$ cat src/rtl/ramwp_pkg.sv
package ramwp_pkg;
  typedef enum logic [2:0] {
    OFS_CTRL   = 3'd0,
    OFS_COP_LO = 3'd1,
    OFS_COP_HI = 3'd2,
    OFS_SHR_LO = 3'd3,
    OFS_SHR_HI = 3'd4
  } reg_ofs_e;

  localparam int BIT_EN   = 7;
  localparam int BIT_IE   = 1;
  localparam int BIT_FLAG = 0;
  localparam int NUM_BND  = 4;
endpackage

$ cat src/rtl/ramwp_range_cmp.sv
module ramwp_range_cmp #(
  parameter int AW = 16
) (
  input  logic [AW-1:0] lo,
  input  logic [AW-1:0] hi,
  input  logic [AW-1:0] addr,
  output logic          hit
);
  always_comb hit = (addr >= lo) && (addr <= hi);
endmodule

$ cat src/rtl/ramwp_flag.sv
module ramwp_flag (
  input  logic clk,
  input  logic rst_n,
  input  logic set_i,
  input  logic clr_i,
  output logic flag_o
);
  // set takes priority over a clear in the same cycle
  always_ff @(posedge clk or negedge rst_n) begin
    if (!rst_n)      flag_o <= 1'b0;
    else if (set_i)  flag_o <= 1'b1;
    else if (clr_i)  flag_o <= 1'b0;
  end
endmodule

$ cat src/rtl/ramwp_regs.sv
module ramwp_regs
  import ramwp_pkg::*;
#(
  parameter int AW = 16
) (
  input  logic          clk,
  input  logic          rst_n,
  input  logic          wr,
  input  logic [2:0]    addr,
  input  logic [AW-1:0] wdata,
  input  logic          flag_i,
  output logic          en_o,
  output logic          ie_o,
  output logic          clr_o,
  output logic [AW-1:0] bnd_o [NUM_BND],
  output logic [AW-1:0] rdata
);
  logic ctrl_sel;
  always_comb ctrl_sel = wr && (addr == OFS_CTRL);

  always_ff @(posedge clk or negedge rst_n) begin
    if (!rst_n) begin
      en_o <= 1'b0;
      ie_o <= 1'b0;
    end else if (ctrl_sel) begin
      en_o <= wdata[BIT_EN];
      ie_o <= wdata[BIT_IE];
    end
  end

  always_comb clr_o = ctrl_sel && wdata[BIT_FLAG];

  for (genvar g = 0; g < NUM_BND; g++) begin : g_bnd
    localparam logic [2:0] OFS = 3'(g + 1);
    always_ff @(posedge clk or negedge rst_n) begin
      if (!rst_n)
        bnd_o[g] <= '0;
      else if (wr && (addr == OFS) && !en_o)
        bnd_o[g] <= wdata;
    end
  end

  always_comb begin
    rdata = '0;
    case (addr)
      OFS_CTRL: begin
        rdata[BIT_EN]   = en_o;
        rdata[BIT_IE]   = ie_o;
        rdata[BIT_FLAG] = flag_i;
      end
      OFS_COP_LO: rdata = bnd_o[0];
      OFS_COP_HI: rdata = bnd_o[1];
      OFS_SHR_LO: rdata = bnd_o[2];
      OFS_SHR_HI: rdata = bnd_o[3];
      default:    rdata = '0;
    endcase
  end
endmodule

$ cat src/rtl/ramwp_unit.sv
module ramwp_unit
  import ramwp_pkg::*;
#(
  parameter int AW = 16
) (
  input  logic          clk,
  input  logic          rst_n,
  input  logic          reg_wr,
  input  logic [2:0]    reg_addr,
  input  logic [AW-1:0] reg_wdata,
  output logic [AW-1:0] reg_rdata,
  input  logic          cpu_wr_req,
  input  logic [AW-1:0] cpu_wr_addr,
  output logic          cpu_wr_block,
  input  logic          cop_wr_req,
  input  logic [AW-1:0] cop_wr_addr,
  output logic          cop_wr_block,
  output logic          irq
);
  localparam int NREG = 2;  // coprocessor window, shared window

  logic          prot_en, irq_en, viol_flag, flag_clr;
  logic [AW-1:0] bnd [NUM_BND];
  logic          cpu_in_cop;
  logic [NREG-1:0] cop_hit;

  ramwp_regs #(.AW(AW)) regs_i (
    .clk(clk), .rst_n(rst_n), .wr(reg_wr), .addr(reg_addr), .wdata(reg_wdata),
    .flag_i(viol_flag), .en_o(prot_en), .ie_o(irq_en), .clr_o(flag_clr),
    .bnd_o(bnd), .rdata(reg_rdata)
  );

  ramwp_range_cmp #(.AW(AW)) cpu_cmp_i (
    .lo(bnd[0]), .hi(bnd[1]), .addr(cpu_wr_addr), .hit(cpu_in_cop)
  );

  for (genvar r = 0; r < NREG; r++) begin : g_cop_cmp
    ramwp_range_cmp #(.AW(AW)) cmp_i (
      .lo(bnd[2*r]), .hi(bnd[2*r+1]), .addr(cop_wr_addr), .hit(cop_hit[r])
    );
  end

  always_comb begin
    cpu_wr_block = prot_en && cpu_wr_req && cpu_in_cop;
    cop_wr_block = prot_en && cop_wr_req && (cop_hit == '0);
  end

  ramwp_flag flag_i (
    .clk(clk), .rst_n(rst_n), .set_i(cpu_wr_block), .clr_i(flag_clr),
    .flag_o(viol_flag)
  );

  always_comb irq = irq_en && viol_flag;
endmodule

$ cat config.mk
export PLATFORM = sky130hd
export DESIGN_NAME = ramwp_unit
export DESIGN_NICKNAME = d
export VERILOG_FILES = /design/src/rtl/ramwp_pkg.sv /design/src/rtl/ramwp_range_cmp.sv /design/src/rtl/ramwp_flag.sv /design/src/rtl/ramwp_regs.sv /design/src/rtl/ramwp_unit.sv
export SDC_FILE = /design/constraint.sdc
export NUM_CORES = 1
export LEC_CHECK = 0
export BUFFER_PORTS_ARGS = -buffer_cell sky130_fd_sc_hd__buf_2
export CAP_MARGIN = 20
export CORE_ASPECT_RATIO = 1.75
export CORE_MARGIN = 4
export CORE_UTILIZATION = 27
export DETAILED_ROUTE_END_ITERATION = 8
export GPL_ROUTABILITY_DRIVEN = 0
export PLACE_DENSITY = 0.43
export SYNTH_ARGS = -nofsm -noshare
export SYNTH_HDL_FRONTEND = slang
export SYNTH_SLANG_ARGS = --single-unit
$ cat constraint.sdc
create_clock -name clk -period 3.53 [get_ports clk]
set_clock_uncertainty 0.05 [all_clocks]
set_input_delay 1.059 -clock clk [delete_from_list [all_inputs] [get_ports clk]]
set_output_delay 1.059 -clock clk [all_outputs]
set_load 0.01 [all_outputs]
==> results.sh, run 1 <==
export IMPL_grt_max_degree=68
export IMPL_grt_pass1_wl_um=28100
export IMPL_setup_ws_ns=-0.3961
export IMPL_design_core_area_um2=18660
export IMPL_diodes=0
export IMPL_first_iter_violations=211
export IMPL_area_growth_pct=36.52
export IMPL_grt_usage_pct=17.27
export IMPL_synth_area_leaders="dfrtp_1 (32%), ha_1 (23%), nand2_1 (4.9%)"
export IMPL_whs_ns=0.4629
export IMPL_clock_root_buffer="clkbuf_16"
export IMPL_clk_pin_slew_ns=0.06
export IMPL_rsz0062_at_grt="true"
export IMPL_netlist_area_leader_share_pct=32.47
export IMPL_ant_nets=0
export IMPL_drt_total_wl_um=18280
export IMPL_fin_setup_tns_ns=-0.7366
export IMPL_hold_viol=0
export IMPL_numCtsBuffers=9
export IMPL_multi_input_area_um2=3507
export IMPL_synth_area_um2=5164
export IMPL_end_kind="output pin"
export IMPL_setup_viol=2
export IMPL_p_per_area_nw_per_um2=551.3
export IMPL_dieArea_um2=21490
export IMPL_start_util_pct=27.67
export IMPL_crit_type="in -> out"
export IMPL_power_leakage_nw=3.429
export IMPL_vias=4725
export IMPL_dieHeight_um=190.9
export IMPL_first_pass_iters=4
export IMPL_start_kind="input port"
export IMPL_slew_violations=0
export IMPL_worstHoldStart="regs_i.ie_o"
export IMPL_avgRoutedWirePerCell_um=19.18
export IMPL_arrival_ns=2.82
export IMPL_io_pins=75
export IMPL_ys_top_cells_by_count="ha_1 (96), dfrtp_1 (67), nand2_1 (67)"
export IMPL_netlist_instances=566
export IMPL_startpoint="cop_wr_addr[5]"
export IMPL_drive_gt1_share_pct=29.79
export IMPL_remaining_drc_errors=0
export IMPL_rows=66
export IMPL_cp_max_fo=4
export IMPL_ys_ff_latch=67
export IMPL_yosysWarningCount=0
export IMPL_ys_seq_area_share_pct=32.47
export IMPL_r2r_start="regs_i.bnd_o[48]"
export IMPL_portBuffers=74
export IMPL_cp_required_ns=2.42
export IMPL_grt_overflow=0
export IMPL_grt_antenna_before_repair=0
export IMPL_maxCapViolations=0
export IMPL_hold_depth=1
export IMPL_clock_sinks=67
export IMPL_hold_path_class="reg -> reg"
export IMPL_syn_nets=718
export IMPL_worst_pin_slew_ns=0.5881
export IMPL_post_route_period_util_pct=111.2
export IMPL_postSynthAreaPerCell_um2=9.123
export IMPL_dp_hpwl_um=14700
export IMPL_synth_area_leader_cell="dfrtp_1"
export IMPL_maxSlewHeadroom_pct=60.75
export IMPL_hold_buffers=0
export IMPL_num_nets_final=862
export IMPL_clkLatencyLatePin_ns=0.34
export IMPL_fillers=1955
export IMPL_fin_util_pct=37.77
export IMPL_synth_enable_flop_cells=0
export IMPL_synth_cell_type_count=46
export IMPL_cts_htree_levels=3
export IMPL_via_per_inst=4.958
export IMPL_cts_tree="built"
export IMPL_dieWidth_um=112.5
export IMPL_ff_latch_area_um2=1677
export IMPL_synthFlopType="dfrtp_1"
export IMPL_status="finished with violations"
export IMPL_grt_pass1_vias=5167
export IMPL_synthArstFlopShare_pct=100.0
export IMPL_ir_worst_vdd_mv=0.1956
export IMPL_period_needed_ns=3.926
export IMPL_clock_path_buffers=2
export IMPL_clock_fmax_mhz=254.7
export IMPL_violations="setup timing"
export IMPL_r2r_cells=9
export IMPL_yosysMostFrequentCell="ha_1"
[cell families (layout without fill, tap and decap cells)]
logic type	count (synthesis)	in the layout	synth area share, %
DFF	67	67	32.47
AOI/OAI and AO/OA	153	153	18.25
adders and majority gates	96	96	23.26
buffers and inverters	82	231	6.179
and+or+nand+nor	130	130	11.97
muxes	38	38	7.875
[worst paths after layout]
path	end	slack [ns]
max	cop_wr_block	-0.40
min	regs_i.ie_o	0.46
max reg2reg	flag_i.flag_o	1.17
min reg2reg	regs_i.ie_o	0.46
max in group asynchronous	regs_i.bnd_o[34]	2.41
min in group asynchronous	regs_i.bnd_o[37]	0.66
[state kept, by name, summed over array words and instances, names as in the netlist]
signal         flops
regs_i.ie_o        1
flag_i.flag_o      1
regs_i.en_o        1
regs_i.bnd_o      64
[routing by layer]
layer	vias to the layer above	part of all wire [%]	global-route usage, %
met5	-	0	0
li1	2341	-	-
met4	0	3.4	7.728
met3	30	3.3	2.471
met2	99	55	33.04
met1	2255	38	18.37
[repair_timing]
item,in CTS,in global routing
pin swaps,8,16
endpoints found under the setup margin,2,2
setup buffers,2,2
hold endpoints to repair,0,0
gates resized for setup,19,26
[critical path, cell delays in order]
cell and delay (ns):
clkbuf_4 0.14, ha_4 0.23, a211oi_4 0.20, nor2_2 0.06, or4_4 0.55, a211oi_2 0.18, o221a_1 0.24, buf_2 0.14
[cell usage in the layout, fill, tap and decap left out, drive strengths merged, types with 13 or more instances in the layout]
cell type and n:
ha 96, a21oi 33, o22ai 16, nand2 67, a22oi 14, dfrtp 67
o21ai 55, mux2 21, nor2 14, buf 150, inv 64, nand4 13
mux2i 17
[through the flow]
step / cell area, um^2 / setup slack, ns / total power, mW / std cells
2_1_floorplan: 5259 / -0.02934 / 2.026 / 566
3_3_place_gp: 6436 / -0.5591 / 2.660 / 934
3_5_place_dp: 6436 / -0.5428 / 2.700 / 934
4_1_cts: 6883 / -0.3966 / 3.836 / 951
5_1_grt: 7049 / -0.4580 / 4.173 / 953
6_report: 7049 / -0.3961 / 3.887 / 953
[report_power, final]
group,leakage (nW),switching [mW],internal (mW)
registers,0.790,0.142,0.978
clock network,0.169,0.360,0.707
logic,2.47,0.911,0.789
[layout make-up]
| cell class | instances | share of cell area, % |
|---|---|---|
| multi-input combinational | 417 | 49.75 |
| sequential | 67 | 23.78 |
| timing repair buffer | 151 | 13.90 |
| tap | 238 | 4.224 |
| inverter | 64 | 3.479 |
| clock buffer | 11 | 3.443 |
| clock inverter | 5 | 1.420 |
Power figures use the tool's default switching activity.
==> run 2: changes to the inputs <==
- SETUP_SLACK_MARGIN: not set -> 0.15
==> run 2 against run 1 <==
Compared with the run above: the run still ends with setup timing left; power is 2.0% lower; hold slack better by 0.0014 ns; clock-buffer cell count is the same; die area unchanged; utilization is 0.66 points lower; sequential power is essentially flat; cell count fell by 0.21%.
==> results.sh, run 2 (synthesized netlist as in run 1, its figures left out) <==
export IMPL_cpPeakStageDelay_ns=0.43
export IMPL_clock_path_buffers=2
export IMPL_placed_cells=934
export IMPL_hold_buffers=0
export IMPL_worst_pin_slew_ns=0.5651
export IMPL_violations="setup timing"
export IMPL_grt_antenna_before_repair=0
export IMPL_setup_viol=2
export IMPL_p_per_area_nw_per_um2=549.7
export IMPL_hold_path_class="reg -> reg"
export IMPL_start_util_pct=27.67
export IMPL_grt_busiest_layer="met2"
export IMPL_critPathSlowestCell="or4_4"
export IMPL_ir_worst_vdd_mv=0.1940
export IMPL_placed_area_um2=6436
export IMPL_postLayoutCellArea_um2=6927
export IMPL_rows=66
export IMPL_diodes=0
export IMPL_status="finished with violations"
export IMPL_hold_viol=0
export IMPL_clock_sinks=67
export IMPL_avgRoutedWirePerCell_um=19.00
export IMPL_first_pass_iters=4
export IMPL_pre_cts_ws_ns=-0.5428
export IMPL_grt_pass1_wl_um=28080
export IMPL_slew_violations=0
export IMPL_crit_family="compound AO/OA/AOI/OAI gates"
export IMPL_final_common_cell="ha_1"
export IMPL_finalNonFillerCells=951
export IMPL_grtUsageMet1_pct=18.33
export IMPL_power_leakage_nw=3.405
export IMPL_mostFrequentLayoutCells="ha_1 (87), buf_4 (74), buf_2 (72)"
export IMPL_grtUsageMet2_pct=33.04
export IMPL_dieHeight_um=190.9
export IMPL_numCtsBuffers=9
export IMPL_maxCapViolations=0
export IMPL_clk_pin_slew_ns=0.06
export IMPL_clock_fmax_mhz=253.5
export IMPL_post_route_period_util_pct=111.7
export IMPL_remaining_drc_errors=0
export IMPL_drive_gt1_share_pct=28.05
export IMPL_io_pins=75
export IMPL_grt_overflow=0
export IMPL_start_kind="input port"
export IMPL_drt_total_wl_um=18070
export IMPL_num_nets_final=860
export IMPL_clock_root_buffer="clkbuf_16"
export IMPL_end_kind="output pin"
export IMPL_vias=4683
export IMPL_maxSlewHeadroom_pct=62.29
export IMPL_design_core_area_um2=18660
export IMPL_cts_tree="built"
export IMPL_clkLatencyLatePin_ns=0.34
export IMPL_ant_nets=0
export IMPL_grt_usage_pct=17.26
export IMPL_area_growth_pct=34.14
export IMPL_path_buf_inv=3
export IMPL_cp_required_ns=2.42
export IMPL_first_iter_violations=200
export IMPL_dieArea_um2=21490
export IMPL_portBuffers=74
export IMPL_dieWidth_um=112.5
export IMPL_setup_ws_ns=-0.4146
export IMPL_grt_pass1_vias=5166
export IMPL_cts_htree_levels=3
export IMPL_cp_cell_sequence="buf_2 > ha_4 > a211oi_2 > a211oi_1 > buf_4 > or4_4 > a211oi_2 > o221a_1 > buf_2"
export IMPL_dp_hpwl_um=14700
export IMPL_largest_reg_flops=64
export IMPL_period_needed_ns=3.945
export IMPL_crit_type="in -> out"
export IMPL_cp_max_fo=2
export IMPL_rsz0062_at_grt="true"
export IMPL_via_per_inst=4.924
export IMPL_max_flop_register="regs_i.bnd_o"
export IMPL_grt_max_degree=68
export IMPL_arrival_ns=2.84
export IMPL_groute_layer_met3_usage_pct=2.471
==> run 2: power breakdown <==
group / switching (mW) / internal (mW)
Clock: 0.357 / 0.707
Combinational: 0.881 / 0.745
Sequential: 0.140 / 0.977
Total: 1.38 / 2.43
==> run 2: area by class of cell <==
class                           instances  area (um^2)
Clock buffer                           11        242.7
Fill cell                            1966        11740
Inverter                               64        245.2
Timing Repair Buffer                  149        954.7
Sequential cell                        67         1677
Multi-Input combinational cell        417         3410
Tap cell                              238        297.8
Clock inverter                          5        100.1
==> run 2: worst paths after layout <==
check	start	cells past startpoint	end	slack, ns
worst max register to register	regs_i.bnd_o[48]	8	flag_i.flag_o	1.30
worst min register to register	regs_i.ie_o	1	regs_i.ie_o	0.46
worst min-delay path	regs_i.ie_o	1	regs_i.ie_o	0.46
min in group asynchronous	rst_n	2	regs_i.bnd_o[21]	0.67
worst max-delay path	cop_wr_addr[2]	9	cop_wr_block	-0.41
max in group asynchronous	rst_n	2	regs_i.bnd_o[34]	2.41
==> run 2: per-stage QoR <==
stage / setup TNS (ns) / power [mW] / hold WS, ns / utilization (%)
after floorplan: -0.03335 / 2.026 / 0.4215 / -
after global placement: -0.9112 / 2.660 / 0.4409 / 34.49
after detailed placement: -0.9271 / 2.700 / 0.4492 / 34.49
after CTS: -0.7358 / 3.823 / 0.4675 / 36.75
after global routing: -0.8987 / 4.097 / 0.4789 / 37.11
final: -0.7575 / 3.808 / 0.4643 / 37.11
==> run 2: metal layers <==
metal	vias up	routed length (um)
li1	2339	-
met2	92	10040
met5	-	0
met1	2221	6870
met4	0	619
met3	31	532
==> run 2: timing repair <==
| action | 4_1_cts | 5_1_grt |
|---|---|---|
| pin swaps | 4 | 6 |
| buffers inserted | 0 | 1 |
| cloned | 0 | 0 |
| gates resized for setup | 15 | 13 |
| endpoints found under the setup margin | 2 | 3 |
